--- src/rtl/wdog_pkg.sv ---
package wdog_pkg;
  typedef enum logic [3:0] {
    SEL_CTRL  = 4'd0,
    SEL_LOAD  = 4'd1,
    SEL_COUNT = 4'd2,
    SEL_DELAY = 4'd3,
    SEL_TRIG  = 4'd4,
    SEL_KEY   = 4'd5,
    SEL_STAT  = 4'd6,
    SEL_ENSET = 4'd7,
    SEL_ENCLR = 4'd8
  } wsel_e;

  localparam int KEY_W = 16;
  localparam logic [KEY_W-1:0] KEY_STOP_A  = 16'hAAAA;
  localparam logic [KEY_W-1:0] KEY_STOP_B  = 16'h5555;
  localparam logic [KEY_W-1:0] KEY_START_A = 16'hBBBB;
  localparam logic [KEY_W-1:0] KEY_START_B = 16'h4444;

  typedef enum logic [1:0] {
    KS_IDLE  = 2'd0,
    KS_STOP  = 2'd1,
    KS_START = 2'd2
  } kstate_e;

  localparam int NUM_EV = 2;
endpackage

--- src/rtl/wdog_keyseq.sv ---
module wdog_keyseq
  import wdog_pkg::*;
(
  input  logic             clk,
  input  logic             rst,
  input  logic             wr_en,
  input  logic             is_key,
  input  logic [KEY_W-1:0] key_val,
  output logic             start_p,
  output logic             stop_p
);
  kstate_e st_q;

  always_ff @(posedge clk) begin
    if (rst) begin
      st_q <= KS_IDLE;
    end else if (wr_en) begin
      if (is_key && st_q == KS_IDLE) begin
        if (key_val == KEY_STOP_A)       st_q <= KS_STOP;
        else if (key_val == KEY_START_A) st_q <= KS_START;
        else                             st_q <= KS_IDLE;
      end else begin
        st_q <= KS_IDLE;
      end
    end
  end

  assign start_p = wr_en && is_key && st_q == KS_START && key_val == KEY_START_B;
  assign stop_p  = wr_en && is_key && st_q == KS_STOP  && key_val == KEY_STOP_B;
endmodule

--- src/rtl/wdog_prescale.sv ---
module wdog_prescale #(
  parameter int PS_W = 3
) (
  input  logic            clk,
  input  logic            rst,
  input  logic            run,
  input  logic            restart,
  input  logic            ps_en,
  input  logic [PS_W-1:0] ps_n,
  output logic            tick
);
  localparam int PC_W = (1 << PS_W) - 1;

  logic [PC_W-1:0] pc_q;
  logic [PC_W:0]   ratio;
  logic [PC_W:0]   limit_w;
  logic [PC_W-1:0] limit;

  always_comb begin
    ratio   = {{PC_W{1'b0}}, 1'b1} << ps_n;
    limit_w = ratio - {{PC_W{1'b0}}, 1'b1};
    limit   = ps_en ? limit_w[PC_W-1:0] : '0;
  end

  assign tick = run && (pc_q == limit);

  always_ff @(posedge clk) begin
    if (rst || !run || restart || tick) pc_q <= '0;
    else                                pc_q <= pc_q + {{(PC_W-1){1'b0}}, 1'b1};
  end
endmodule

--- src/rtl/wdog_irq.sv ---
module wdog_irq #(
  parameter int NEV = 2
) (
  input  logic           clk,
  input  logic           rst,
  input  logic [NEV-1:0] ev,
  input  logic           clr_wr,
  input  logic           set_en_wr,
  input  logic           clr_en_wr,
  input  logic [NEV-1:0] wdata,
  output logic [NEV-1:0] status,
  output logic [NEV-1:0] enable,
  output logic           irq_n
);
  logic [NEV-1:0] stat_d, en_d;

  always_comb begin
    for (int i = 0; i < NEV; i++) begin
      stat_d[i] = ev[i] | (status[i] & ~(clr_wr & wdata[i]));
      en_d[i]   = (enable[i] | (set_en_wr & wdata[i])) & ~(clr_en_wr & wdata[i]);
    end
  end

  always_ff @(posedge clk) begin
    if (rst) begin
      status <= '0;
      enable <= '0;
      irq_n  <= 1'b1;
    end else begin
      status <= stat_d;
      enable <= en_d;
      irq_n  <= ~|(stat_d & en_d);
    end
  end
endmodule

--- src/rtl/wdog_unlock.sv ---
module wdog_unlock
  import wdog_pkg::*;
#(
  parameter int CNT_W = 32,
  parameter int PS_W  = 3
) (
  input  logic             clk,
  input  logic             rst,
  input  logic             wr_en,
  input  logic [3:0]       wr_addr,
  input  logic [31:0]      wr_data,
  output logic [CNT_W-1:0] count_o,
  output logic             running_o,
  output logic [1:0]       status_o,
  output logic [1:0]       irq_en_o,
  output logic             irq_n,
  output logic             wdt_rst_n
);
  localparam logic [CNT_W-1:0] CNT_MAX = '1;

  logic             ps_en_q;
  logic [PS_W-1:0]  ps_n_q;
  logic [CNT_W-1:0] load_q, cnt_q, dly_q, trig_q, cnt_adv;
  logic             run_q, rstn_q;
  logic             start_p, stop_p, tick, wrap, trig_hit, cfg_ok;
  logic [NUM_EV-1:0] ev;

  function automatic logic sel(input logic [3:0] a, input wsel_e s);
    return wr_en && (a == s);
  endfunction

  wdog_keyseq u_keys (
    .clk     (clk),
    .rst     (rst),
    .wr_en   (wr_en),
    .is_key  (wr_addr == SEL_KEY),
    .key_val (wr_data[KEY_W-1:0]),
    .start_p (start_p),
    .stop_p  (stop_p)
  );

  assign trig_hit = sel(wr_addr, SEL_TRIG) && (wr_data[CNT_W-1:0] != trig_q);

  wdog_prescale #(.PS_W(PS_W)) u_ps (
    .clk     (clk),
    .rst     (rst),
    .run     (run_q),
    .restart (trig_hit),
    .ps_en   (ps_en_q),
    .ps_n    (ps_n_q),
    .tick    (tick)
  );

  assign wrap    = tick && (cnt_q == CNT_MAX);
  assign cnt_adv = wrap ? load_q : cnt_q + {{(CNT_W-1){1'b0}}, 1'b1};
  assign cfg_ok  = !run_q;
  assign ev[0]   = wrap && !trig_hit;
  assign ev[1]   = tick && !trig_hit && (cnt_adv == dly_q);

  always_ff @(posedge clk) begin
    if (rst) begin
      run_q   <= 1'b0;
      ps_en_q <= 1'b0;
      ps_n_q  <= '0;
      load_q  <= '0;
      dly_q   <= '0;
      trig_q  <= '0;
    end else begin
      if (start_p)     run_q <= 1'b1;
      else if (stop_p) run_q <= 1'b0;
      if (cfg_ok && sel(wr_addr, SEL_CTRL)) begin
        ps_n_q  <= wr_data[PS_W-1:0];
        ps_en_q <= wr_data[PS_W];
      end
      if (cfg_ok && sel(wr_addr, SEL_LOAD))  load_q <= wr_data[CNT_W-1:0];
      if (cfg_ok && sel(wr_addr, SEL_DELAY)) dly_q  <= wr_data[CNT_W-1:0];
      if (sel(wr_addr, SEL_TRIG))            trig_q <= wr_data[CNT_W-1:0];
    end
  end

  always_ff @(posedge clk) begin
    if (rst) begin
      cnt_q <= '0;
    end else if (trig_hit) begin
      cnt_q <= load_q;
    end else if (tick) begin
      cnt_q <= cnt_adv;
    end else if (cfg_ok && sel(wr_addr, SEL_COUNT)) begin
      cnt_q <= wr_data[CNT_W-1:0];
    end
  end

  always_ff @(posedge clk) begin
    if (rst)                    rstn_q <= 1'b1;
    else if (ev[0])             rstn_q <= 1'b0;
    else if (tick || !run_q)    rstn_q <= 1'b1;
  end

  wdog_irq #(.NEV(NUM_EV)) u_irq (
    .clk       (clk),
    .rst       (rst),
    .ev        (ev),
    .clr_wr    (sel(wr_addr, SEL_STAT)),
    .set_en_wr (sel(wr_addr, SEL_ENSET)),
    .clr_en_wr (sel(wr_addr, SEL_ENCLR)),
    .wdata     (wr_data[NUM_EV-1:0]),
    .status    (status_o),
    .enable    (irq_en_o),
    .irq_n     (irq_n)
  );

  assign count_o   = cnt_q;
  assign running_o = run_q;
  assign wdt_rst_n = rstn_q;
endmodule

--- config.mk ---
export PLATFORM = sky130hd
export DESIGN_NAME = wdog_unlock
export DESIGN_NICKNAME = d
export VERILOG_FILES = /design/src/rtl/wdog_pkg.sv /design/src/rtl/wdog_keyseq.sv /design/src/rtl/wdog_prescale.sv /design/src/rtl/wdog_irq.sv /design/src/rtl/wdog_unlock.sv
export SDC_FILE = /design/constraint.sdc
export NUM_CORES = 1
export LEC_CHECK = 0
export BUFFER_PORTS_ARGS = -buffer_cell sky130_fd_sc_hd__buf_2
export CORE_MARGIN = 1
export CORE_UTILIZATION = 40
export DETAILED_ROUTE_END_ITERATION = 8
export PLACE_DENSITY = 0.69
export SETUP_SLACK_MARGIN = 0.5
export SYNTH_ARGS = -nofsm -noshare
export SYNTH_HDL_FRONTEND = slang
export SYNTH_SLANG_ARGS = --single-unit
--- constraint.sdc ---
create_clock -name clk -period 3.5 [get_ports clk]
set_input_delay 0.35 -clock clk [delete_from_list [all_inputs] [get_ports clk]]
set_output_delay 0.35 -clock clk [all_outputs]
set_load 0.05 [all_outputs]
**Word-level counts from Yosys, hierarchy flattened**

Cells that the tools add are included.

- Reductions and logical operators: 37
- Muxes and demuxes: 12
- Equal/unequal tests: 18
- Bitwise gates (word level): 19
- Add/subtract/negate cells: 3
- Shift-type cells: 1

Operator list:

| operator | count |
|---|---|
| two-way mux 32 bit | 4 |
| adder 32 x 1 -> 32 bit, second input constant | 1 |
| == test 16 x 15 -> 1 bit, second input constant | 2 |
| == test 16 bit, second input constant | 2 |
| == test 32 bit | 1 |
| == test 32 bit, second input constant | 1 |
| inequality test 32 bit | 1 |
| logical AND 1 bit | 24 |
| == test 4 x 3 -> 1 bit, second input constant | 4 |
| bitwise AND 1 bit | 10 |
| == test 4 x 2 -> 1 bit, second input constant | 2 |
| adder 7 x 1 -> 7 bit, second input constant | 1 |
| == test 7 bit | 1 |
| two-way mux 7 bit | 1 |
| left shift 1 x 3 -> 7 bit, first input constant | 1 |
| subtractor 7 x 1 -> 7 bit, second input constant | 1 |
| two-way mux 2 bit | 3 |
| == test 4 x 1 -> 1 bit, second input constant | 1 |
| == test 4 bit, second input constant | 1 |
| zero test 4 bit | 1 |
| logical OR 1 bit | 4 |
| two-way mux 1 bit | 4 |
| NOT 1 bit | 4 |
| bitwise OR 1 bit | 4 |
| 8 further kinds | 11 |

- Output and inout port bits: 39
- Word-level logic and storage cells: 103
- Input port bits: 39
- Register bits after elaboration: 148

**Longest topological paths before layout**

Gate-level depths: netlist (run 1).

- Depth in word-level cells: 13
- Mapped depth: 13
- Gate-level depth less buffers: 10

**Cells and area by module**

Synthesis (run 1) repeated with hierarchy kept, for this count alone.

- Cells, all modules: 1,095
- Area, all modules: 8,127.8 um^2

Modules (own cells, without submodules):

| module | cells each | instances | sequential area each (um^2) | area each (um^2) |
|---|---|---|---|---|
| wdog_unlock | 998 | 1 | 2,682.6 | 7,280.7 |
| wdog_prescale | 56 | 1 | 140.1 | 481.7 |
| wdog_keyseq | 23 | 1 | 40.0 | 196.4 |
| wdog_irq | 18 | 1 | 100.1 | 168.9 |

**Worst setup path before layout (run 1)**

Ideal clock, no wire load.

- Kind: register -> register
- Start: reg cnt_q[0], in the netlist count_o[0]
- End: reg u_irq.irq_n
- Slack: 254 ps
- Library setup time: 120 ps
- Period minus slack after synthesis: 3,246 ps
- Cell stages (with the launch flop): 11
- Required time: 3,380 ps
- Arrival time: 3,126 ps
- Cell sequence: dfxtp_1 ha_1 nand3_2 nor4_4 nand4_2 nor3_4 nor3_1 or4b_1 nor4b_1 and4_1 a21oi_1

- Word-level cells in the longest chain between the ends: 9
- Elaborated cells between the ends (all ways): 12
- Those cells by class: add/sub (1); eq/ne (2); mux (1); bitwise (3); reduce/logical (5)

Ends and longest elaborated chain:

| what | RTL line | source |
|---|---|---|
| from (decl) | wdog_unlock.sv:23 | `logic [CNT_W-1:0] load_q, cnt_q, dly_q, trig_q, cnt_adv;` |
| from (signal assigned) | wdog_unlock.sv:85 | `cnt_q <= load_q;` |
| from (signal assigned) | wdog_unlock.sv:87 | `cnt_q <= cnt_adv;` |
| from (signal assigned) | wdog_unlock.sv:89 | `cnt_q <= wr_data[CNT_W-1:0];` |
| branches (longest 6 deep; another with adder 32 x 1 -> 32 bit) | n/a |  |
| bitwise AND 2 bit * | wdog_irq.sv:32 | `irq_n <= ~\|(stat_d & en_d);` |
| OR reduction 2 bit * | wdog_irq.sv:32 |  |
| zero test 1 bit * | wdog_irq.sv:32 |  |
| to (signal assigned) | wdog_irq.sv:32 |  |
| to (decl) | wdog_irq.sv:13 | `output logic irq_n` |

Mark *: on every way between the ends.
A chain may end at the register's enable or synchronous reset.

**Final worst setup path (run 1)**

- Start: reg cnt_q[9], in the netlist count_o[9]
- End: reg u_irq.status[1]

- Word-level cells in the longest chain between the ends: 6
- Elaborated cells between the ends (all ways): 7
- Those cells by class: add/sub (1); eq/ne (2); mux (1); bitwise (1); reduce/logical (2)

Ends and longest elaborated chain:

| what | RTL line | source |
|---|---|---|
| branches (longest 2 deep; another with adder 32 x 1 -> 32 bit) | n/a |  |
| two-way mux 32 bit * | wdog_unlock.sv:55 | `assign cnt_adv = wrap ? load_q : cnt_q + {{(CNT_W-1){1'b0}}, 1'b1};` |
| == test 32 bit * | wdog_unlock.sv:58 | `assign ev[1] = tick && !trig_hit && (cnt_adv == dly_q);` |
| logical AND 1 bit * | wdog_unlock.sv:58 |  |
| bitwise OR 1 bit * | wdog_irq.sv:19 | `stat_d[i] = ev[i] \| (status[i] & ~(clr_wr & wdata[i]));` |
| to (signal assigned) | wdog_irq.sv:30 | `status <= stat_d;` |
| to (decl) | wdog_irq.sv:11 | `output logic [NEV-1:0] status,` |

Marks and branches as above.

==> reports/summary.txt, run 1 <==
status: complete, no violations
Hold Crit Depth: 3
Net Switching: 1.07 mW
die area: 0.0210 mm²
post-layout min period: 2.98 ns
R2R Setup Slk: 0.52 ns
R2R cell count: 9
most frequent cell after synthesis: nand2_1
Top FF cell, synth: dfxtp_1
global route overflow: 0
Seq/Total Area, Yosys: 0.363
number of placed cells counting well taps: 1393
worst path required time: 3.87 ns
routed wire length per instance: 21.0 µm
critical-path cell list: nand4_4 > or4_4 > nor3_2 > xor2_1 > mux2i_1 > a2111oi_2 > and4b_1 > and4_4 > o2bb2ai_1
remaining antenna violation count after routing: 0
Synth top area share: 0.363
cell-internal power: 3.12 mW
#FFs+latches synth: 148
Worst slew margin: 0.161
Fin. Hold Viols: 0
crit path capture type: flop
Ys Warns: 0
Horiz. Die Dim: 145 µm
crit path launch type: flop
total power divided by cell area: 428 mW/mm²
initial DRC count: 1068
syn avg cell area: 7.50 µm²
vias in the first global route: 7584
ant diodes: 0
Hold Buf Count CTS: 0
area grow syn2layout: 19.9%
worst-margin pin slew: 1.26 ns
fin. max-slew vios: 0
GPL Wtd Cong: 0.991
clk_lat worst skew: 0.44 ns
top post-synthesis cells by count: 236 x nand2_1, 148 x dfxtp_1, 140 x a21oi_1
# nets final: 1200
crit share post-route: 0.853
Netlist Area Pre-Place: 0.00816 mm²
Core Util, Final: 0.496
share of layout cells above drive strength 1: 0.183
IO Port Bufs: 77
Logic pwr share: 0.094
Worst IR Drop VDD: 0.304 mV
clk buf depth: 2
DR vias: 8622
# fillers: 1945
number of max-cap violations: 0
Critical Path Fanout Max: 6
Sw Ratio: 0.256
detailed-route DRC error count: 0
H-tree levels: 4
final std cells w/o fill: 1437
drt via density: 6.00
CTS tree: built
largest cells by area after synthesis: dfxtp_1 36%, nand2_1 11%, a21oi_1 8.6%
GRT Util Overall: 0.292
Cells after Synth: 1088
delay of the slowest critical-path stage: 0.56 ns
final setup fails: 0
post-synth top area cell: dfxtp_1
fin worst setup slack: 0.515 ns
first-pass GRT wire length: 45.1 mm
clk sinks: 148
RSZ-0062 raised after global routing: yes
drt first pass iters: 6
total routed wirelength: 30.1 mm
unique cell type count in the Yosys netlist: 70
WS Path Type: reg -> reg
Flop pwr share: 0.419
starting density of the core: 0.414
setup TNS: 0 ns
crit path DAT: 3.35 ns
ys async rst share: 0
Die H: 145 µm
clock power share: 0.487
core area: 0.0197 mm²
CTS Root Cell: clkbuf_16
boundary pin count: 78
CP max stage cell: or4_4
Peak Freq: 335 MHz
worst hold path class: in -> reg
dpl hpwl: 21.6 mm
initial antenna violation count: 0
number of flops mapped to enable cells by yosys: 0
Placement Rows: 51
CTS clk-pin slew, worst paths: 0.06 ns
TritonCTS Buffers: 17
worst slack, placed: 0.356 ns
Final Skew: 0.00969 ns
pin count of the biggest net entering global routing: 85
leak pwr: 3.67 nW
Post-Syn Nets: 1129
-- layout make-up --
| class | count | area, µm² | area share |
|---|---|---|---|
| clock inverter | 10 | 166 | 0.0170 |
| sequential | 148 | 3010 | 0.307 |
| clock buffer | 22 | 485 | 0.0496 |
| inverter | 22 | 82.6 | 0.00844 |
| timing repair buffer | 129 | 786 | 0.0803 |
| multi-input combinational | 841 | 4920 | 0.503 |
| tap | 265 | 332 | 0.0339 |
-- metrics by stage --
step           cell area, µm²  power, mW  hold slack [ns]
6_report                 9780       4.19            0.218
5_1_grt                  9780       4.30            0.228
4_1_cts                  9620       4.19            0.212
3_5_place_dp             8910       2.17            0.456
3_3_place_gp             8910       2.17            0.447
2_1_floorplan            8190       2.01            0.436
-- layout by cell type (no fill, tap or decap), types with 6 or more instances in the layout --
master and count:
nand4_1 21, a31oi_1 8, and4_1 6, a22oi_1 7
nand2b_1 6, dfxtp_1 126, mux2i_1 12, nand2_1 235
a211oi_1 12, dfxtp_2 15, buf_2 76, o22ai_1 15
clkbuf_16 18, and2_1 6, inv_1 22, nor3_1 24
nand3_1 33, and3_1 10, xnor2_1 27, nor2_1 69
nor4_1 19, o21ai_0 32, buf_4 51, a21oi_1 140
xor2_1 58, dfxtp_4 7
-- cell families (layout without fill, tap and decap cells) --
group / count (synthesis) / count (layout) / synth area share
and+or+nand+nor: 480 / 480 / 0.286
xor gates and xnor gates: 88 / 88 / 0.0961
AOI/OAI and AO/OA: 256 / 256 / 0.185
DFF: 148 / 148 / 0.363
buffers and inverters: 99 / 183 / 0.0478
adders and majority gates: 2 / 2 / 0.00307
muxes: 15 / 15 / 0.0187
-- per-layer routing --
| layer | vias to the layer above | track usage | part of all wire | routed length (µm) |
|---|---|---|---|---|
| met5 | - | 0 | 0 | 0 |
| met4 | 0 | 0.112 | 0.027 | 807 |
| met3 | 71 | 0.0612 | 0.10 | 3120 |
| met2 | 519 | 0.448 | 0.45 | 13400 |
| met1 | 4073 | 0.399 | 0.42 | 12700 |
| li1 | 3959 | - | - | - |
-- worst max-delay path, delay by kind of cell, from the launching register on --
kind / cells / cell delay (ns)
AOI/OAI and AO/OA: 2 / 0.50
xor gates and xnor gates: 1 / 0.35
DFF: 1 / 0.40
muxes: 1 / 0.19
and+or+nand+nor: 5 / 1.46
-- registers in the layout, summed over array words and instances (netlist names), 2 cells and up --
| signal | count |
|---|---|
| u_ps.pc_q | 7 |
| count_o | 32 |
| u_irq.status | 2 |
| u_keys.st_q | 2 |
| u_irq.enable | 2 |
| trig_q | 32 |
| dly_q | 32 |
| load_q | 32 |
| ps_n_q | 3 |
-- final timing paths --
path	start	to
worst max-delay path	count_o[9]	u_irq.status[1]
worst min-delay path	wr_data[28]	load_q[28]
worst max register to register	count_o[9]	u_irq.status[1]
worst min register to register	trig_q[31]	trig_q[31]
-- power groups by stage --
stage | clock network [mW] | logic [mW] | registers, mW
3_3_place_gp | 0 | 0.376 | 1.79
5_1_grt | 2.13 | 0.418 | 1.76
3_5_place_dp | 0 | 0.376 | 1.79
2_1_floorplan | 0 | 0.184 | 1.83
6_report | 2.04 | 0.394 | 1.75
4_1_cts | 2.05 | 0.380 | 1.75
-- repair_timing --
action                     CTS  global route
setup endpoints to repair    2             8
resized for setup            9            28
setup buffers                4             8
pin swaps                    4            11
(Power assumes the default switching activity.)
==> run 2, diff against run 1 <==
CORE_MARGIN = 2   (was 1)
PLACE_DENSITY = 0.59   (was 0.69)
==> run 2 against run 1 <==
  * Setup slack better by 0.046 ns
  * Clock power fell by 11%
  * Design area decreased by 1.1%
  * Largest power group unchanged
==> reports/summary.txt, run 2 (synthesized netlist as in run 1, its figures left out) <==
crit path launch type: flop
boundary pin count: 78 (unchanged)
hold_ws: 0.210 ns (-0.00878 ns)
crit path capture type: flop
Horiz. Die Dim: 147 µm (+1.4%)
die area: 0.0216 mm² (+2.8%)
H-tree levels: 4 (unchanged)
TritonCTS Buffers: 17 (unchanged)
fin. max-slew vios: 0 (unchanged)
clk_lat worst skew: 0.43 ns (about the same)
total routed wirelength: 30.9 mm (+2.5%)
routed wire length per instance: 21.4 µm (+2.2%)
initial DRC count: 977 (-8.5%)
crit share post-route: 0.840 (-0.0132)
vias in the first global route: 7750 (+2.2%)
crit path DAT: 3.24 ns (-0.11 ns)
Worst R2R End: u_irq.irq_n
drt via density: 5.85 (-2.5%)
number of max-cap violations: 0 (unchanged)
area of the multi-input gates: 0.00489 mm² (-0.61%)
GRT Util Overall: 0.285 (-0.00745)
status: complete, no violations
GPL Wtd Cong: 1.03 (+3.7%)
R2R cell count: 10 (+1)
Worst IR Drop VDD: 0.293 mV (-3.8%)
CTS clk-pin slew, worst paths: 0.06 ns (about the same)
detailed-route DRC error count: 0 (unchanged)
Reg area: 0.00300 mm² (-0.17%)
share of layout cells above drive strength 1: 0.179 (-0.00326)
worst path required time: 3.80 ns (-0.07 ns)
WS Path Type: reg -> reg
CTS Root Cell: clkbuf_16
core area: 0.0201 mm² (+2.0%)
worst hold path class: in -> reg
CTS tree: built
clk sinks: 148 (unchanged)
Hold EP: dly_q[31]
Final Skew: 0.00970 ns (+0.00000652 ns)
R2R Setup Slk: 0.56 ns (+0.05 ns)
setup TNS: 0 ns (unchanged)
Hold Buf Count CTS: 0 (unchanged)
area grow syn2layout: 18.5%
Hold Crit Depth: 3 (unchanged)
final setup fails: 0 (unchanged)
R2R Path Start: count_o[8]
HP Start: wr_data[31]
Die H: 147 µm (+1.4%)
post-layout min period: 2.94 ns (-0.0462 ns)
pin count of the biggest net entering global routing: 55 (-35%)
ant diodes: 0 (unchanged)
DR vias: 8429 (-2.2%)
Fin. Hold Viols: 0 (unchanged)
remaining antenna violation count after routing: 0 (unchanged)
Worst slew margin: 0.536 (+0.376)
dpl hpwl: 22.4 mm (+3.7%)
leak pwr: 3.63 nW (-1.2%)
worst-margin pin slew: 0.692 ns (-0.564 ns)
initial antenna violation count: 0 (unchanged)
total power divided by cell area: 410 mW/mm² (-4.1%)
IO Port Bufs: 77 (unchanged)
Placement Rows: 52 (+2.0%)
# nets final: 1201 (+0.083%)
most frequent cells in the layout: 235 x nand2_1, 140 x a21oi_1, 128 x dfxtp_1
Critical Path Fanout Max: 8 (+2)
# fillers: 1979 (+1.7%)
global route overflow: 0 (unchanged)
drt first pass iters: 7 (+1)
Peak Freq: 340 MHz (+1.6%)
most common cell after layout, fill and taps aside: nand2_1
RSZ-0062 raised after global routing: yes
starting density of the core: 0.406 (-0.00796)
first-pass GRT wire length: 46.7 mm (+3.6%)
clk buf depth: 2 (unchanged)
run 2: changes by cell type in the layout (fill, tap and decap cells not counted), moves of 2 or more:
| cell | before | now |
|---|---|---|
| buf_4 | 51 | 53 |
| dfxtp_1 | 126 | 128 |
| mux2i_1 | 12 | 10 |
| nand3_2 | 0 | 3 |
| clkinv_2 | 1 | 3 |
| bufinv_16 | 4 | 2 |
| nand3_4 | 2 | 0 |
| nor4b_2 | 2 | 4 |
| inv_6 | 3 | 0 |
| mux2i_2 | 1 | 3 |
| and4_1 | 6 | 8 |
run 2: through the flow:
stage                     worst slack (ns)  power (mW)  utilization  instances  area, µm²
after global placement               0.372        2.17        0.444       1399       8930
final                                0.562        3.97        0.481       1441       9670
after detailed placement             0.341        2.17        0.444       1399       8930
after global routing                 0.457        4.08        0.481       1441       9670
after CTS                            0.505        3.97        0.474       1433       9530
after floorplan                      0.501        2.01            -       1088       8190
run 2: cell type report:
class,instances,area share
Clock buffer,21,0.0476
Clock inverter,9,0.0109
Inverter,22,0.00854
Multi-Input combinational cell,841,0.506
Sequential cell,148,0.310
Tap cell,270,0.0349
Timing Repair Buffer,130,0.0816
run 2: how the worst max path moves through the flow:
stage / start / end / slack [ns] / depth (start not counted)
finish: count_o[8] / u_irq.irq_n / 0.56 / 10
detailed placement: count_o[0] / u_irq.irq_n / 0.34 / 10
global route: count_o[15] / u_irq.irq_n / 0.46 / 10
CTS: count_o[0] / u_irq.irq_n / 0.50 / 11
floorplan: count_o[20] / u_irq.irq_n / 0.50 / 10
global placement: count_o[0] / u_irq.irq_n / 0.37 / 10
run 2: per-layer routing:
layer,track usage,vias to the layer above,share of wire
li1,-,3947,-
met1,0.397,3967,0.43
met2,0.433,451,0.44
met3,0.0618,64,0.099
met4,0.104,0,0.029
met5,0,-,0
run 2: where the power goes:
part	internal [mW]	switching (mW)
logic	0.125	0.272
clock network	1.08	0.742
registers	1.71	0.0411
run 2: repair_timing:
| action | in CTS | in global routing |
|---|---|---|
| gates cloned | 0 | 0 |
| endpoints found under the setup margin | 2 | 14 |
| resized for setup | 3 | 23 |
| buffers inserted | 4 | 8 |
| pin swaps | 2 | 12 |
run 2: worst max-delay path: stages, from the launching register on:
cell,delay (ns)
dfxtp_4,0.41
nand4_4,0.17
or4_4,0.56
nor3_4,0.25
and4_4,0.31
buf_4,0.14
a21boi_0,0.10
xnor2_1,0.19
nor4b_2,0.31
and4_1,0.29
a21oi_1,0.08
==> run 3, diff against run 2 <==
PLACE_DENSITY = 0.61   (was 0.59)
clock period = 2.6 ns   (was 3.5 ns; I/O delays follow)
==> run 3 against run 2 <==
  * The run now ends with setup timing left
  * Maximum frequency rose by 4.1%
  * Highest routed layer is now met5
  * Largest cell class unchanged
  * Critical path depth is the same
  * Global-route usage rose by 2.9 points
  * Sequential share of layout area down 5.5 points
==> reports/summary.txt, run 3 (synthesized netlist as in run 1, its figures left out) <==
worst slack, placed: -0.307 ns (-0.647 ns)
starting density of the core: 0.406 (unchanged)
clk buf depth: 2 (unchanged)
Peak Freq: 354 MHz (+4.1%)
worst hold path class: in -> reg
Critical Path Fanout Max: 6 (-2)
CP bufs+invs: 1 (unchanged)
worst path required time: 2.96 ns (-0.84 ns)
Core Util, Final: 0.598 (+0.116)
clk_lat worst skew: 0.43 ns (about the same)
worst-margin pin slew: 0.701 ns (+0.00908 ns)
final setup fails: 11 (+11)
crit share post-route: 1.09 (+0.246)
CP max stage cell: or4_4
Die H: 147 µm (unchanged)
global routing's busiest layer: met2
area grow syn2layout: 47.2%
most frequent cells in the layout: 227 x nand2_1, 171 x buf_4, 126 x a21oi_1
GPL Wtd Cong: 0.977 (-5.0%)
core area: 0.0201 mm² (unchanged)
H-tree levels: 4 (unchanged)
crit path launch type: flop
total routed wirelength: 34.6 mm (+12%)
WS Path Type: reg -> reg
leak pwr: 4.78 nW (+32%)
DR vias: 9330 (+11%)
initial antenna violation count: 1 (+1)
Worst IR Drop VDD: 0.446 mV (+52%)
hold_ws: 0.215 ns (+0.00566 ns)
ant diodes: 0 (unchanged)
pin count of the biggest net entering global routing: 61 (+11%)
final std cells w/o fill: 1610 (+12%)
met2 Use GR: 0.485 (+0.0523)
Post-DP Area: 0.0101 mm² (+13%)
global route overflow: 0 (unchanged)
fin. max-slew vios: 0 (unchanged)
Worst slew margin: 0.529 (-0.00663)
Placement Rows: 52 (unchanged)
GRT Util Overall: 0.313 (+0.0287)
Final Cell Area: 0.0120 mm² (+24%)
Fin. Hold Viols: 0 (unchanged)
failing checks: setup timing
status: complete, but fails checks
number of placed cells counting well taps: 1530 (+9.4%)
Horiz. Die Dim: 147 µm (unchanged)
dpl hpwl: 24.3 mm (+8.2%)
IO Port Bufs: 77 (unchanged)
share of layout cells above drive strength 1: 0.360 (+0.181)
CTS Root Cell: clkbuf_16
first-pass GRT wire length: 51.1 mm (+9.5%)
crit path capture type: flop
number of max-cap violations: 0 (unchanged)
clk sinks: 148 (unchanged)
RSZ-0062 raised after global routing: yes
drt via density: 5.80 (-0.93%)
routed wire length per instance: 21.5 µm (+0.35%)
most common cell after layout, fill and taps aside: nand2_1
die area: 0.0216 mm² (unchanged)
initial DRC count: 1041 (+6.6%)
delay of the slowest critical-path stage: 0.59 ns (+0.03 ns)
crit path DAT: 3.19 ns (-0.05 ns)
critical-path cell list: nand4_4 > or4_4 > nor3_4 > and4_4 > buf_6 > mux2_4 > a22oi_2 > and4b_1 > and4_4 > o2bb2ai_1
grt met3 use: 0.0792 (+0.0174)
vias in the first global route: 8550 (+10%)
routing usage on met1: 0.422 (+0.0249)
boundary pin count: 78 (unchanged)
detailed-route DRC error count: 0 (unchanged)
# nets final: 1368 (+14%)
TritonCTS Buffers: 17 (unchanged)
Crit path top cell by count: and4_4
drt first pass iters: 6 (-1)
remaining antenna violation count after routing: 0 (unchanged)
CTS tree: built
total power divided by cell area: 468 mW/mm² (+14%)
cell family with most CP delay: simple AND/OR/NAND/NOR gates
Final Skew: 0.00679 ns (-0.00291 ns)
# fillers: 1810 (-8.5%)
post-layout min period: 2.82 ns (-0.115 ns)
fin worst setup slack: -0.223 ns (-0.785 ns)
CTS clk-pin slew, worst paths: 0.06 ns (about the same)
## run 3: metrics by stage
step                power [mW]  TNS [ns]
global placement          3.01     -6.92
CTS                       5.58    -0.414
global route              5.78     -1.66
floorplan                 2.71    -0.385
detailed placement        3.01     -6.32
finish                    5.62    -0.609
## run 3: cell type report
cell class	count	area, µm²	area share
Timing Repair Buffer	296	2370	0.197
Tap cell	270	338	0.0281
Clock inverter	10	128	0.0106
Multi-Input combinational cell	842	5560	0.463
Sequential cell	148	3060	0.255
Inverter	22	82.6	0.00687
Clock buffer	22	475	0.0396
## run 3: worst min-delay path: stages
cell,delay (ns)
buf_2,0.15
a21oi_1,0.07
nor3_1,0.12
## run 3: metal layers
metal / share of wire / up-vias
li1: - / 4301
met1: 0.41 / 4427
met2: 0.45 / 508
met3: 0.10 / 92
met4: 0.036 / 2
met5: 0.00020 / -
## run 3: final timing paths
path	startpoint	to	slack (ns)	cells after the start
worst min-delay path	wr_addr[1]	u_irq.enable[0]	0.22	3
worst max-delay path	count_o[9]	u_irq.status[1]	-0.22	10
worst min register to register	load_q[6]	load_q[6]	0.46	2
worst max register to register	count_o[9]	u_irq.status[1]	-0.22	10
## run 3: timing repair
item,CTS,global route
cloned,7,0
pin swaps,43,60
resized for setup,102,94
setup endpoints to repair,43,43
setup buffers,26,15
hold buffers,0,0
## run 3: where the power goes
| group | leakage, nW | internal [mW] | switching, mW | total (mW) |
|---|---|---|---|---|
| Clock | 0.293 | 1.58 | 0.993 | 2.57 |
| Sequential | 1.22 | 2.30 | 0.0373 | 2.33 |
| Combinational | 3.27 | 0.271 | 0.440 | 0.711 |
| Total | 4.78 | 4.15 | 1.47 | 5.62 |
